`config.mk`:
```
export PLATFORM = sky130hd
export DESIGN_NAME = eivc_top
export DESIGN_NICKNAME = d
export VERILOG_FILES = /design/src/rtl/eivc_pkg.sv /design/src/rtl/eivc_edge_bank.sv /design/src/rtl/eivc_pend_bank.sv /design/src/rtl/eivc_prio_vec.sv /design/src/rtl/eivc_bus_port.sv /design/src/rtl/eivc_top.sv
export SDC_FILE = /design/constraint.sdc
export NUM_CORES = 1
export LEC_CHECK = 0
export BUFFER_PORTS_ARGS = -buffer_cell sky130_fd_sc_hd__buf_4
export CAP_MARGIN = 20
export CORE_MARGIN = 4
export CORE_UTILIZATION = 35
export CTS_CLUSTER_DIAMETER = 80
export DETAILED_ROUTE_END_ITERATION = 6
export PLACE_DENSITY = 0.57
export SYNTH_ARGS = -nofsm -noshare
export SYNTH_HDL_FRONTEND = slang
export SYNTH_SLANG_ARGS = --single-unit
```
`constraint.sdc`:
```
create_clock -name clk -period 2 [get_ports clk]
set_input_delay 0.2 -clock clk [delete_from_list [all_inputs] [get_ports clk]]
set_output_delay 0.2 -clock clk [all_outputs]
set_load 0.005 [all_outputs]
```
`src/rtl/eivc_pkg.sv`:
```
// Package: shared constants and types for the edge-selectable interrupt
// vector controller. Assumes a 2-bit word address space on the register bus.
package eivc_pkg;

    // Word addresses of the register bus; the bench depends on these values.
    typedef enum logic [1:0] {
        RSEL_MODE = 2'd0,
        RSEL_MASK = 2'd1,
        RSEL_PEND = 2'd2,
        RSEL_VEC  = 2'd3
    } rsel_e;

    // Width of the vector code field sitting in the top byte.
    localparam int unsigned CODE_W = 8;

endpackage

```
`src/rtl/eivc_edge_bank.sv`:
```
// Module: per-line synchronizer and edge detector.
// Each line gets a two-flop synchronizer plus a history flop. The mode bit
// picks falling-only (0) or any-change (1) detection. Assumes the pins idle
// high, so the flops reset to 1 and reset release creates no edge.
module eivc_edge_bank #(
    parameter int unsigned LINES = 16
) (
    input  logic             clk,
    input  logic             rst_n,
    input  logic [LINES-1:0] pin_i,
    input  logic [LINES-1:0] mode_i,
    output logic [LINES-1:0] edge_o
);

    logic [LINES-1:0] meta_q;
    logic [LINES-1:0] sync_q;
    logic [LINES-1:0] hist_q;

    for (genvar gi = 0; gi < LINES; gi++) begin : g_line
        // Synchronize the pin and keep one cycle of history.
        always_ff @(posedge clk) begin
            if (!rst_n) begin
                meta_q[gi] <= 1'b1;
                sync_q[gi] <= 1'b1;
                hist_q[gi] <= 1'b1;
            end else begin
                meta_q[gi] <= pin_i[gi];
                sync_q[gi] <= meta_q[gi];
                hist_q[gi] <= sync_q[gi];
            end
        end

        // Select falling-only or any-change detection for this line.
        always_comb begin
            if (mode_i[gi]) begin
                edge_o[gi] = hist_q[gi] ^ sync_q[gi];
            end else begin
                edge_o[gi] = hist_q[gi] & ~sync_q[gi];
            end
        end
    end

    // a line in falling-only mode never flags an edge while it sits high.
    p_fall_only_r2: assert property (@(posedge clk) disable iff (!rst_n)
        (edge_o & ~mode_i & sync_q) == '0);

    // any flagged edge implies the synchronized level just changed.
    p_edge_is_change_r3: assert property (@(posedge clk) disable iff (!rst_n)
        (edge_o & ~(hist_q ^ sync_q)) == '0);

endmodule

```
`src/rtl/eivc_pend_bank.sv`:
```
// Module: sticky pending latches with write-one-to-clear.
// When a clear and a new edge hit the same bit in one cycle, the set wins,
// so no edge is lost. Assumes clr_i is a one-cycle strobe per write.
module eivc_pend_bank #(
    parameter int unsigned LINES = 16
) (
    input  logic             clk,
    input  logic             rst_n,
    input  logic [LINES-1:0] edge_i,
    input  logic [LINES-1:0] clr_i,
    output logic [LINES-1:0] pend_o
);

    logic [LINES-1:0] pend_q;

    // Update pending bits: clear the requested bits, then apply new edges.
    always_ff @(posedge clk) begin
        if (!rst_n) begin
            pend_q <= '0;
        end else begin
            pend_q <= (pend_q & ~clr_i) | edge_i;
        end
    end

    assign pend_o = pend_q;

    // every detected edge is visible as pending on the next cycle.
    p_set_wins_r5: assert property (@(posedge clk) disable iff (!rst_n)
        1'b1 |=> ((pend_q & $past(edge_i)) == $past(edge_i)));

    // a cleared bit with no new edge reads zero on the next cycle.
    p_w1c_r4: assert property (@(posedge clk) disable iff (!rst_n)
        1'b1 |=> ((pend_q & $past(clr_i & ~edge_i)) == '0));

    // bits neither cleared nor hit by an edge keep their value.
    p_hold_r4: assert property (@(posedge clk) disable iff (!rst_n)
        1'b1 |=> (((pend_q ^ $past(pend_q)) & ~$past(clr_i | edge_i)) == '0));

endmodule

```
`src/rtl/eivc_prio_vec.sv`:
```
// Module: masked priority selection and vector formatting.
// The lowest-numbered unmasked pending line wins. Its code (n+1)*4 goes into
// the top byte of a DATA_W-bit word, and 0 is reserved for "no source".
// Assumes LINES*4+4 fits in the code byte.
module eivc_prio_vec
    import eivc_pkg::*;
#(
    parameter int unsigned LINES  = 16,
    parameter int unsigned DATA_W = 32
) (
    input  logic              clk,
    input  logic              rst_n,
    input  logic [LINES-1:0]  pend_i,
    input  logic [LINES-1:0]  mask_i,
    output logic [DATA_W-1:0] vector_o,
    output logic              any_o
);

    localparam int unsigned LOW_W = DATA_W - CODE_W;

    logic [LINES-1:0]  hit;
    logic [LINES-1:0]  grant;
    logic [CODE_W-1:0] code;

    assign hit   = pend_i & mask_i;
    // Isolate the lowest set bit of the unmasked pending lines.
    assign grant = hit & (~hit + 1'b1);

    // Turn the one-hot grant into the scaled vector code.
    always_comb begin
        code = '0;
        for (int i = 0; i < LINES; i++) begin
            if (grant[i]) begin
                code = CODE_W'((i + 1) * 4);
            end
        end
    end

    assign vector_o = {code, {LOW_W{1'b0}}};
    assign any_o    = |hit;

    // at most one line is granted at any time.
    p_grant_onehot_r7: assert property (@(posedge clk) disable iff (!rst_n)
        $onehot0(grant));

    // a granted line is always unmasked and pending.
    p_grant_masked_r6: assert property (@(posedge clk) disable iff (!rst_n)
        (grant & ~(pend_i & mask_i)) == '0);

    // the code is a multiple of four and the low field is zero.
    p_code_fmt_r8: assert property (@(posedge clk) disable iff (!rst_n)
        (vector_o[DATA_W-CODE_W +: 2] == 2'b00) && (vector_o[LOW_W-1:0] == '0));

endmodule

```
`src/rtl/eivc_bus_port.sv`:
```
// Module: multi-cycle register bus slave.
// In the first cycle of an access it latches the command and a snapshot of
// the addressed register. It acknowledges after WAIT_CYC further cycles and
// drives the frozen snapshot as read data. A write is issued as a one-cycle
// strobe on the acknowledge edge. Assumes the master holds sel until ack and
// drops it for at least one cycle afterwards.
module eivc_bus_port #(
    parameter int unsigned DATA_W   = 32,
    parameter int unsigned WAIT_CYC = 2
) (
    input  logic              clk,
    input  logic              rst_n,
    input  logic              sel_i,
    input  logic              we_i,
    input  logic [1:0]        addr_i,
    input  logic [DATA_W-1:0] wdata_i,
    input  logic [DATA_W-1:0] rd_mux_i,
    output logic [1:0]        rd_addr_o,
    output logic [DATA_W-1:0] rdata_o,
    output logic              ack_o,
    output logic              wr_stb_o,
    output logic [1:0]        wr_addr_o,
    output logic [DATA_W-1:0] wr_data_o
);

    localparam int unsigned CNT_W = $clog2(WAIT_CYC + 1) + 1;

    logic              active_q;
    logic [CNT_W-1:0]  cnt_q;
    logic              we_q;
    logic [1:0]        addr_q;
    logic [DATA_W-1:0] wdata_q;
    logic [DATA_W-1:0] hold_q;
    logic              start;

    assign start     = sel_i & ~active_q;
    assign ack_o     = active_q && (cnt_q == CNT_W'(WAIT_CYC));
    assign rd_addr_o = addr_i;

    // Track the access: open on start, count wait cycles, close on ack.
    always_ff @(posedge clk) begin
        if (!rst_n) begin
            active_q <= 1'b0;
            cnt_q    <= '0;
        end else if (start) begin
            active_q <= 1'b1;
            cnt_q    <= '0;
        end else if (ack_o) begin
            active_q <= 1'b0;
            cnt_q    <= '0;
        end else if (active_q) begin
            cnt_q    <= cnt_q + 1'b1;
        end
    end

    // Latch the command and freeze the read snapshot at access start.
    always_ff @(posedge clk) begin
        if (!rst_n) begin
            we_q    <= 1'b0;
            addr_q  <= '0;
            wdata_q <= '0;
            hold_q  <= '0;
        end else if (start) begin
            we_q    <= we_i;
            addr_q  <= addr_i;
            wdata_q <= wdata_i;
            hold_q  <= rd_mux_i;
        end
    end

    assign rdata_o   = hold_q;
    assign wr_stb_o  = ack_o & we_q;
    assign wr_addr_o = addr_q;
    assign wr_data_o = wdata_q;

    // the acknowledge is a single-cycle pulse.
    p_ack_pulse_r10: assert property (@(posedge clk) disable iff (!rst_n)
        ack_o |=> !ack_o);

    // a write strobe only occurs together with an acknowledge.
    p_wr_in_ack_r10: assert property (@(posedge clk) disable iff (!rst_n)
        wr_stb_o |-> ack_o);

    // the read snapshot stays constant while an access remains open.
    p_hold_stable_r9: assert property (@(posedge clk) disable iff (!rst_n)
        (active_q && $past(active_q)) |-> $stable(hold_q));

endmodule

```
`src/rtl/eivc_top.sv`:
```
// Module: top level of the edge-selectable interrupt vector controller.
// It ties together edge detection, pending latches, masked priority vector
// and the bus port. It holds the mode and mask registers and drives the
// single interrupt request. Assumes a 2-bit word address (see eivc_pkg).
module eivc_top
    import eivc_pkg::*;
#(
    parameter int unsigned LINES    = 16,
    parameter int unsigned DATA_W   = 32,
    parameter int unsigned WAIT_CYC = 2
) (
    input  logic              clk,
    input  logic              rst_n,
    input  logic [LINES-1:0]  pin_i,
    input  logic              bus_sel,
    input  logic              bus_we,
    input  logic [1:0]        bus_addr,
    input  logic [DATA_W-1:0] bus_wdata,
    output logic [DATA_W-1:0] bus_rdata,
    output logic              bus_ack,
    output logic              irq_o
);

    localparam int unsigned PAD_W = DATA_W - LINES;

    logic [LINES-1:0]  mode_q;
    logic [LINES-1:0]  mask_q;
    logic [LINES-1:0]  edges;
    logic [LINES-1:0]  pend;
    logic [LINES-1:0]  clr;
    logic [DATA_W-1:0] vector;
    logic              any_src;
    logic [DATA_W-1:0] rd_mux;
    logic [1:0]        rd_addr;
    logic              wr_stb;
    logic [1:0]        wr_addr;
    logic [DATA_W-1:0] wr_data;

    eivc_edge_bank #(.LINES(LINES)) u_edges (
        .clk    (clk),
        .rst_n  (rst_n),
        .pin_i  (pin_i),
        .mode_i (mode_q),
        .edge_o (edges)
    );

    eivc_pend_bank #(.LINES(LINES)) u_pend (
        .clk    (clk),
        .rst_n  (rst_n),
        .edge_i (edges),
        .clr_i  (clr),
        .pend_o (pend)
    );

    eivc_prio_vec #(.LINES(LINES), .DATA_W(DATA_W)) u_prio (
        .clk      (clk),
        .rst_n    (rst_n),
        .pend_i   (pend),
        .mask_i   (mask_q),
        .vector_o (vector),
        .any_o    (any_src)
    );

    eivc_bus_port #(.DATA_W(DATA_W), .WAIT_CYC(WAIT_CYC)) u_bus (
        .clk       (clk),
        .rst_n     (rst_n),
        .sel_i     (bus_sel),
        .we_i      (bus_we),
        .addr_i    (bus_addr),
        .wdata_i   (bus_wdata),
        .rd_mux_i  (rd_mux),
        .rd_addr_o (rd_addr),
        .rdata_o   (bus_rdata),
        .ack_o     (bus_ack),
        .wr_stb_o  (wr_stb),
        .wr_addr_o (wr_addr),
        .wr_data_o (wr_data)
    );

    // Register writes for the mode and mask words.
    always_ff @(posedge clk) begin
        if (!rst_n) begin
            mode_q <= '0;
            mask_q <= '0;
        end else if (wr_stb) begin
            if (wr_addr == RSEL_MODE) mode_q <= wr_data[LINES-1:0];
            if (wr_addr == RSEL_MASK) mask_q <= wr_data[LINES-1:0];
        end
    end

    // Write-one-to-clear strobe toward the pending latches.
    always_comb begin
        clr = '0;
        if (wr_stb && (wr_addr == RSEL_PEND)) begin
            clr = wr_data[LINES-1:0];
        end
    end

    // Read multiplexer feeding the bus snapshot.
    always_comb begin
        unique case (rsel_e'(rd_addr))
            RSEL_MODE: rd_mux = {{PAD_W{1'b0}}, mode_q};
            RSEL_MASK: rd_mux = {{PAD_W{1'b0}}, mask_q};
            RSEL_PEND: rd_mux = {{PAD_W{1'b0}}, pend};
            RSEL_VEC:  rd_mux = vector;
            default:   rd_mux = '0;
        endcase
    end

    assign irq_o = any_src;

    // the request agrees with a non-zero vector code.
    p_irq_vec_r11: assert property (@(posedge clk) disable iff (!rst_n)
        irq_o == (vector[DATA_W-1 -: CODE_W] != '0));

    // with everything masked, no request is raised.
    p_mask_all_r6: assert property (@(posedge clk) disable iff (!rst_n)
        (mask_q == '0) |-> !irq_o);

endmodule

```
### Yosys cells after proc, flatten, opt, wreduce, memory -nomap -nowiden

Index checks and enable logic that the tools add are counted.

| storage, ports and cells | value |
|---|---|
| bits of input ports | 54 |
| logic and storage cells | 168 |
| bits in registers | 151 |
| output and inout bits | 34 |

| cells by class | value |
|---|---|
| add/sub/neg operators | 2 |
| multiplexer cells | 36 |
| bitwise operators | 58 |
| reduce and logical (&&, ||, !) cells | 9 |
| equal/unequal tests | 6 |

Operator list:

| kind | number |
|---|---|
| $pmux 32 s4 | 1 |
| $and 16x16->16 | 3 |
| $mux 6 | 8 |
| $not 16->16 | 2 |
| $mux 5 | 4 |
| $and 1x1->1 | 18 |
| $mux 1 | 18 |
| $not 1->1 | 18 |
| $add 16x1->16 const B | 1 |
| $mux 16 | 1 |
| $or 16x16->16 | 1 |
| $reduce_or 16->1 | 1 |
| $xor 1x1->1 | 16 |
| $mux 4 | 2 |
| $mux 7 | 1 |
| $eq 2x2->1 const B | 3 |
| $eq 2x1->1 const B | 2 |
| $logic_not 2->1 | 2 |
| $reduce_and 2->1 | 2 |
| $add 3x1->3 const B | 1 |
| $eq 3x2->1 const B | 1 |
| $mux 3 | 1 |
| $reduce_or 3->1 | 1 |
| $logic_and 1x1->1 | 2 |
| $reduce_bool 2->1 | 1 |

### Longest topological paths before layout

Gate-level depths: netlist of run 1.

| depth | value |
|---|---|
| depth after elaboration | 21 |
| depth in mapped cells | 9 |
| mapped depth without buffers | 7 |

### Cells and area by module

From an unflattened synthesis of run 1, not the netlist that was laid out.

| second synthesis, totals | value |
|---|---|
| cell total of the unflattened synthesis | 781 |
| area total of the unflattened synthesis | 7399.6 µm² |

Modules (own cells, without submodules):

| module | area an instance (µm²) | cells an instance | instances |
|---|---|---|---|
| eivc_bus_port | 2706.3 | 317 | 1 |
| eivc_top | 1869.3 | 181 | 1 |
| eivc_edge_bank | 1726.7 | 165 | 1 |
| eivc_pend_bank | 571.8 | 50 | 1 |
| eivc_prio_vec | 525.5 | 68 | 1 |

### Worst setup path after synthesis of run 1

Ideal clock, no wire load.

| timing | value |
|---|---|
| path type | register to register |
| start point | reg u_bus.cnt_q[0] |
| end point | reg mask_q[10] |
| buffers on the path | 2 |
| setup time | 128 ps |
| slack | 212 ps |
| cell stages (with the launch flop) | 10 |
| arrival time | 1660 ps |
| path through | dfxtp_1 > inv_1 > ha_1 > nor2b_2 > nand3_1 > nor3b_1 > buf_2 > buf_4 > mux2i_1 > nor2_1 |

| between the ends | value |
|---|---|
| word-level cells in the longest chain between the ends | 4 |

Ends and longest elaborated chain:

| what | RTL line | text |
|---|---|---|
| from (decl) | eivc_bus_port.sv:29 | `logic [CNT_W-1:0] cnt_q;` |
| from (signal assigned) | eivc_bus_port.sv:52 | `cnt_q <= cnt_q + 1'b1;` |
| $eq 3x2->1 | eivc_bus_port.sv:37 | `assign ack_o = active_q && (cnt_q == CNT_W'(WAIT_CYC));` |
| $logic_and 1x1->1 | eivc_bus_port.sv:37 |  |
| $and 1x1->1 | eivc_bus_port.sv:72 | `assign wr_stb_o = ack_o & we_q;` |
| $reduce_and 2->1 (no line) | -- |  |
| to (signal assigned) | eivc_top.sv:87 | `if (wr_addr == RSEL_MASK) mask_q <= wr_data[LINES-1:0];` |
| to (decl) | eivc_top.sv:27 | `logic [LINES-1:0] mask_q;` |

Every way passes these cells.
A chain may end at the register's enable or synchronous reset.

### Worst setup path after layout of run 1

| timing | value |
|---|---|
| start point | reg u_pend.pend_q[1] (netlist: u_pend.pend_o[1]) |
| end point | out irq_o |

| between the ends | value |
|---|---|
| word-level cells in the longest chain between the ends | 2 |

Ends and longest elaborated chain:

| what | RTL line | text |
|---|---|---|
| from (decl) | eivc_pend_bank.sv:14 | `logic [LINES-1:0] pend_q;` |
| from (signal assigned) | eivc_pend_bank.sv:21 | `pend_q <= (pend_q & ~clr_i) \| edge_i;` |
| $and 16x16->16 | eivc_prio_vec.sv:25 | `assign hit = pend_i & mask_i;` |
| $reduce_or 16->1 | eivc_prio_vec.sv:40 | `assign any_o = \|hit;` |
| to (decl) | eivc_top.sv:21 | `output logic irq_o` |

Every way passes these cells.

==> results of run 1 <==
[registers in the layout, summed over array words and instances, names as in the netlist]
register,cells
u_bus.rdata_o,21
mask_q,16
mode_q,16
u_bus.wr_data_o,16
u_edges.hist_q,16
u_edges.meta_q,16
u_edges.sync_q,16
u_pend.pend_o,16
u_bus.cnt_q,3
u_bus.wr_addr_o,2
u_bus.active_q,1
u_bus.we_q,1
[cell usage in the layout, fill, tap and decap left out, types with 3 or more instances in the layout]
cell	netlist	layout
buf_4	12	76
buf_12	0	3
nor2_1	58	57
nand2_1	119	119
a21oi_1	55	55
dlygate4sd3_1	0	16
nor3b_1	4	3
dfxtp_1	140	138
bufinv_16	0	3
clkbuf_16	0	17
mux2i_1	32	32
conb_1	1	11
clkbuf_8	0	6
ha_1	18	18
a21boi_0	16	16
a32oi_1	5	5
o221ai_1	16	16
a22oi_1	8	7
nand2b_1	34	34
clkinv_2	0	3
nor3_1	3	3
inv_1	18	17
clkbuf_1	29	3
o21ai_0	19	19
o21a_1	16	16
[report_power, final]
group	total, mW	switching (mW)	internal [mW]
Clock	3.25	1.10	2.15
Sequential	2.97	0.0699	2.90
Combinational	0.443	0.224	0.220
Total	6.66	1.39	5.27
[kinds of logic after synthesis]
family	synth area share (%)
AO/OA/AOI/OAI	16.37
adder cells (fa/ha/maj)	4.021
buffers and inverters	5.472
flip-flops	50.03
multiplexers	5.919
other	0.06694
AND/OR/NAND/NOR	18.11
[path summary, 6_finish.rpt]
check	to	slack (ns)	cells after the start	from
setup reg to reg	mask_q[15]	0.17	8	u_bus.cnt_q[0]
hold / removal	u_bus.wr_data_o[11]	0.03	3	bus_wdata[11]
setup / recovery	irq_o	0.07	6	u_pend.pend_o[1]
hold reg to reg	u_edges.sync_q[5]	0.41	1	u_edges.meta_q[5]
[critical path, delay by kind of cell, from the launching register on]
kind / cells / cell delay (ns)
and+or+nand+nor: 3 / 0.26
buffers and inverters: 2 / 0.35
AOI/OAI and AO/OA: 1 / 0.36
DFF: 1 / 0.34
[metrics by stage]
| stage | hold slack [ns] | instances | power (mW) | setup slack (ns) | TNS (ns) |
|---|---|---|---|---|---|
| after CTS | 0.01216 | 934 | 6.755 | 0.04017 | 0 |
| final | 0.02978 | 934 | 6.664 | 0.07115 | 0 |
| after global placement | 0.3874 | 886 | 3.434 | 0.2052 | 0 |
| after global routing | 0.02207 | 934 | 6.942 | -0.01400 | -0.01400 |
| after floorplan | 0.3015 | 645 | 3.270 | 0.2123 | 0 |
| after detailed placement | 0.3866 | 886 | 3.448 | 0.1040 | 0 |
[layer usage]
layer | vias up | global-route usage [%]
met5 | - | 0
met4 | 0 | 8.145
met3 | 32 | 3.539
met2 | 130 | 22.49
met1 | 2075 | 19.73
li1 | 2279 | -
[cell type report]
| cell class | instances | area (um2) | area share [%] |
|---|---|---|---|
| inverter | 18 | 67.56 | 0.9482 |
| timing repair buffer | 96 | 802.0 | 11.26 |
| tap | 211 | 264.0 | 3.705 |
| sequential | 140 | 2805 | 39.37 |
| clock inverter | 6 | 105.1 | 1.475 |
| multi-input combinational | 437 | 2562 | 35.96 |
| clock buffer | 26 | 519.2 | 7.287 |
[repair_timing]
item | CTS | global route
endpoints found under the setup margin | 1 | 31
endpoints found under the hold margin | 16 | 0
setup buffers | 1 | 0
pin swaps | 1 | 2
resized for setup | 2 | 6
gates cloned | 0 | 0
hold buffers | 16 | 0
==> results.toml, run 1 <==
[run_status]
status = "complete, no violations"

[grt]
grt_usage_pct = 14.91
grt_pass1_wl_mm = 21.33
grt_overflow = 0
grt_max_degree = 67
antenna_found_initial = 0
grt_pass1_vias = 4281

[finish]
n_antenna_cell = 0
nets = 782
area_delta_synth_final_pct = 27.21
final_util_pct = 46.19
fin_area_um2 = 7126
drive_gt1_share_pct = 17.01
fill_cells = 1534

[sta]
drv_slew = 0
fin_crit_ns = 1.929
slew_headroom_pct = 65.25
final-hold-violation-count = 0
setup_viol = 0
skew_ns = 0.003073
fin_crit_sh_pct = 96.44
rsz0062_at_grt = "yes"
worst_pin_slew_ns = 0.5213
fmax_mhz = 518.4

[synth]
ys_top_cells_by_area = "dfxtp_1 (50%), nand2_1 (8.0%), mux2i_1 (5.7%)"
synth_top_area_cell = "dfxtp_1"
synth.yosys.seq_area_share_pct = 50.03
synth_top_area_share_pct = 50.03
ys_types = 38
synth_most_common_cell = "dfxtp_1"
syn_inst = 635
syn_avg_cell_area_um2 = 8.821
async_flop_share_pct = 0
synth_area_um2 = 5602
ys_ff_latch = 140
yosys-top-cells-count = "dfxtp_1 (140), nand2_1 (119), nor2_1 (58)"
ys.flop_type = "dfxtp_1"
synth_edf_count = 0
synth_warnings = 0

[critical_path]
worstPathCellList = "a222oi_1 -> buf_4 -> nand3_4 -> nor2_2 -> nand2_1 -> buf_4"
crit_type = "flip-flop to primary output"
worstPathArrival_ns = 1.73
cpPeakStageDelay_ns = 0.36
cp.required_ns = 1.80
critical_path.slowest_cell = "a222oi_1"
crit_top_cell = "buf_4"
startpoint_type = "flip-flop"
critPathMaxFanout = 5
crit_path_end_kind = "primary output"

[routing]
wl_met2_mm = 5.767
drtPass1Iterations = 5
post-route-drc-count = 0
drt-total-wl_mm = 13.06
wire_per_inst_um = 13.98
vias_per_cell = 4.835
wl_met3_um = 680
dr_total_vias = 4516
met1_length_mm = 6.223
highest_layer = "met4"
ant_nets = 0
first_iter_violations = 264

[floorplanning]
die_w_um = 134.5
core_um2 = 15430
fp.dieH_um = 134.5
io_pins = 88
initial_utilization_pct = 36.31
rows = 45
dieArea_um2 = 18090

[clock_network]
path_clk_slew_ns = 0.05
cts-root-buf = "clkbuf_16"
cts_inserted_buffers = 17
clock_sinks = 140
cts_tree = "built"
cts_buffer_depth = 2
clk_latency_ns = 0.42
h-tree-depth = 4

[place]
placed_area_um2 = 6310
dp_hpwl_mm = 8.894
port_buffers = 60
place_congestion = 0.7961

[power_and_ir_drop]
vdd.ir_drop.worst_uv = 598.8
p_leak_nw = 2.927
pwr_density_cell_nw_per_um2 = 935.2

[min_path]
min_path_type = "input pin to flip-flop"

[flow_run]
drv_cap = 0
(Power assumes the default switching activity.)
==> run 2, diff against run 1 <==
Settings changed: PLACE_DENSITY 0.57 to 0.56, SYNTH_HIERARCHICAL set to 1.
==> run 2 against run 1 <==
Compared with the run above:
- cell area grew 16%
- sequential power increased by 6%
- first-iteration DRC count decreased by 6.4%
- clock skew rose by 0.0071 ns
- maximum frequency grew 4.4%
==> results.toml, run 2 <==
[run_status]
status = "complete, no violations"

[routing]
dr_total_vias = 4635
drtPass1Iterations = 4
first_iter_violations = 247
wire_per_inst_um = 13.01
vias_per_cell = 4.373
drt-total-wl_mm = 13.79
ant_nets = 0
post-route-drc-count = 0

[sta]
setup-tns-final_ns = 0
drv_slew = 0
setup_viol = 0
rsz0062_at_grt = "no"
fmax_mhz = 541.3
fin_crit_ns = 1.848
final-hold-violation-count = 0
skew_ns = 0.01017
fin_crit_sh_pct = 92.38
hold_slack_ns = 0.02312

[critical_path]
crit_path_end_kind = "primary output"
critical_path.top_delay_family = "simple AND/OR/NAND/NOR gates"
worstPathCellList = "a22oi_2 -> nand3_2 -> nor2_1 -> nand3b_1 -> buf_4"
critical_path.slowest_cell = "dfxtp_1"
startpoint_type = "flip-flop"
worstPathArrival_ns = 1.65
cpPeakStageDelay_ns = 0.34
crit_type = "flip-flop to primary output"
rrSetupSlack_ns = 0.20
cp.required_ns = 1.80
r2r-end = "u_pend/pend_o[3]"
reg2reg_depth = 9
crit_buf_inv = 1
timing.rr.start = "u_bus/cnt_q[0]"
critPathMaxFanout = 4

[grt]
use_met2_pct = 20.85
grt_pass1_wl_mm = 23.34
use_met1_pct = 18.04
grt_overflow = 0
grt_usage_pct = 13.41
grt_use_met3_pct = 3.679
grt_pass1_vias = 4505
antenna_found_initial = 0
grt_max_degree = 52
busiest_layer = "met2"

[power_and_ir_drop]
pwr_density_cell_nw_per_um2 = 878.1
power_switching_mw = 1.525
p_sw_share_pct = 21.05
power.total_mw = 7.243
p_int_mw = 5.718
p_leak_nw = 3.613
seqPwrFrac_pct = 43.6
clkPwrFrac_pct = 49.7
pwr-share-comb_pct = 6.6
vdd.ir_drop.worst_uv = 604.5

[synth]
syn_inst = 717
synth_warnings = 6
synth_area_um2 = 6839
syn_avg_cell_area_um2 = 9.538

[clock_network]
cts_inserted_buffers = 17
cts_setup_buffers = 0
post_cts_resized = 0
path_clk_slew_ns = 0.06
cts_buffer_depth = 2
cts_tree = "built"
clk_latency_ns = 0.42
cts-root-buf = "clkbuf_16"
clock_sinks = 151
h-tree-depth = 4
cts_hold_repair.buffers = 16

[floorplanning]
io_pins = 88
dieArea_um2 = 21840
initial_utilization_pct = 36.08
rows = 50
core_um2 = 18960
die_w_um = 147.8
fp.dieH_um = 147.8

[finish]
drive_gt1_share_pct = 17.75
final_util_pct = 43.51
fill_cells = 1882
final_common_cell = "nand2_1"
n_antenna_cell = 0
layout_common_cells = "nand2_1 (181), dfxtp_1 (151), buf_4 (80)"
area_delta_synth_final_pct = 20.60
largest_reg_flops = 32
nets = 859
instances_no_fill = 1060

[flow_run]
drv_cap = 0

[place]
port_buffers = 71
place_congestion = 0.8070
dp.cells = 1012
dp_hpwl_mm = 9.425

[min_path]
hold_path_depth = 3
min_path_type = "input pin to flip-flop"
hold_path_end = "u_bus/wr_data_o[11]"
min-delay-start = "bus_wdata[11]"
## run 2: worst max-delay path by stage
stage | start | to | slack, ns | cells past startpoint
finish | u_pend/pend_o[8] | irq_o | 0.15 | 5
global route | u_pend/pend_o[8] | irq_o | 0.04 | 5
CTS | u_pend/pend_o[8] | irq_o | 0.10 | 5
detailed placement | u_bus/cnt_q[0] | u_pend/pend_o[9] | 0.20 | 9
global placement | u_bus/cnt_q[0] | u_pend/pend_o[0] | 0.24 | 9
floorplan | u_bus/cnt_q[0] | u_pend/pend_o[6] | 0.29 | 9
## run 2: final cells by class
class                   count  area, um2  share of cell area, %
clock buffers              19      442.9                  5.370
repair buffers            101      860.8                  10.44
flip-flops and latches    151       3023                  36.65
clock inverters            13      225.2                  2.731
multi-input cells         487       3262                  39.55
inverters                  29      108.9                  1.320
well taps                 260      325.3                  3.944
## run 2: worst register-to-register path: cells and delay by family (launching register included)
| kind | cells | cell delay, ns |
|---|---|---|
| fa+ha+maj | 1 | 0.20 |
| flops | 1 | 0.35 |
| buf+inv | 2 | 0.25 |
| simple gates | 5 | 0.83 |
| compound gates | 1 | 0.11 |
## run 2: metrics by stage
| step | worst slack (ns) | instance area [um2] |
|---|---|---|
| floorplan | 0.2862 | 6937 |
| finish | 0.1525 | 8248 |
| detailed placement | 0.2049 | 7420 |
| CTS | 0.1009 | 8248 |
| global route | 0.03681 | 8248 |
| global placement | 0.2418 | 7420 |
## run 2: per-layer routing
| layer | share of wire, % | vias up | routed length (um) |
|---|---|---|---|
| met1 | 50 | 2095 | 6885 |
| met4 | 1.1 | 0 | 148 |
| met3 | 4.1 | 10 | 571 |
| met5 | 0 | - | 0 |
| li1 | - | 2442 | - |
| met2 | 45 | 88 | 6183 |
## run 2: power by group through the flow
| stage | sequential [mW] | clock (mW) | combinational (mW) |
|---|---|---|---|
| floorplan | 3.21 | 0 | 0.366 |
| global placement | 3.23 | 0 | 0.460 |
| detailed placement | 3.23 | 0 | 0.463 |
| CTS | 3.16 | 3.70 | 0.490 |
| global route | 3.17 | 3.83 | 0.547 |
| finish | 3.16 | 3.60 | 0.481 |
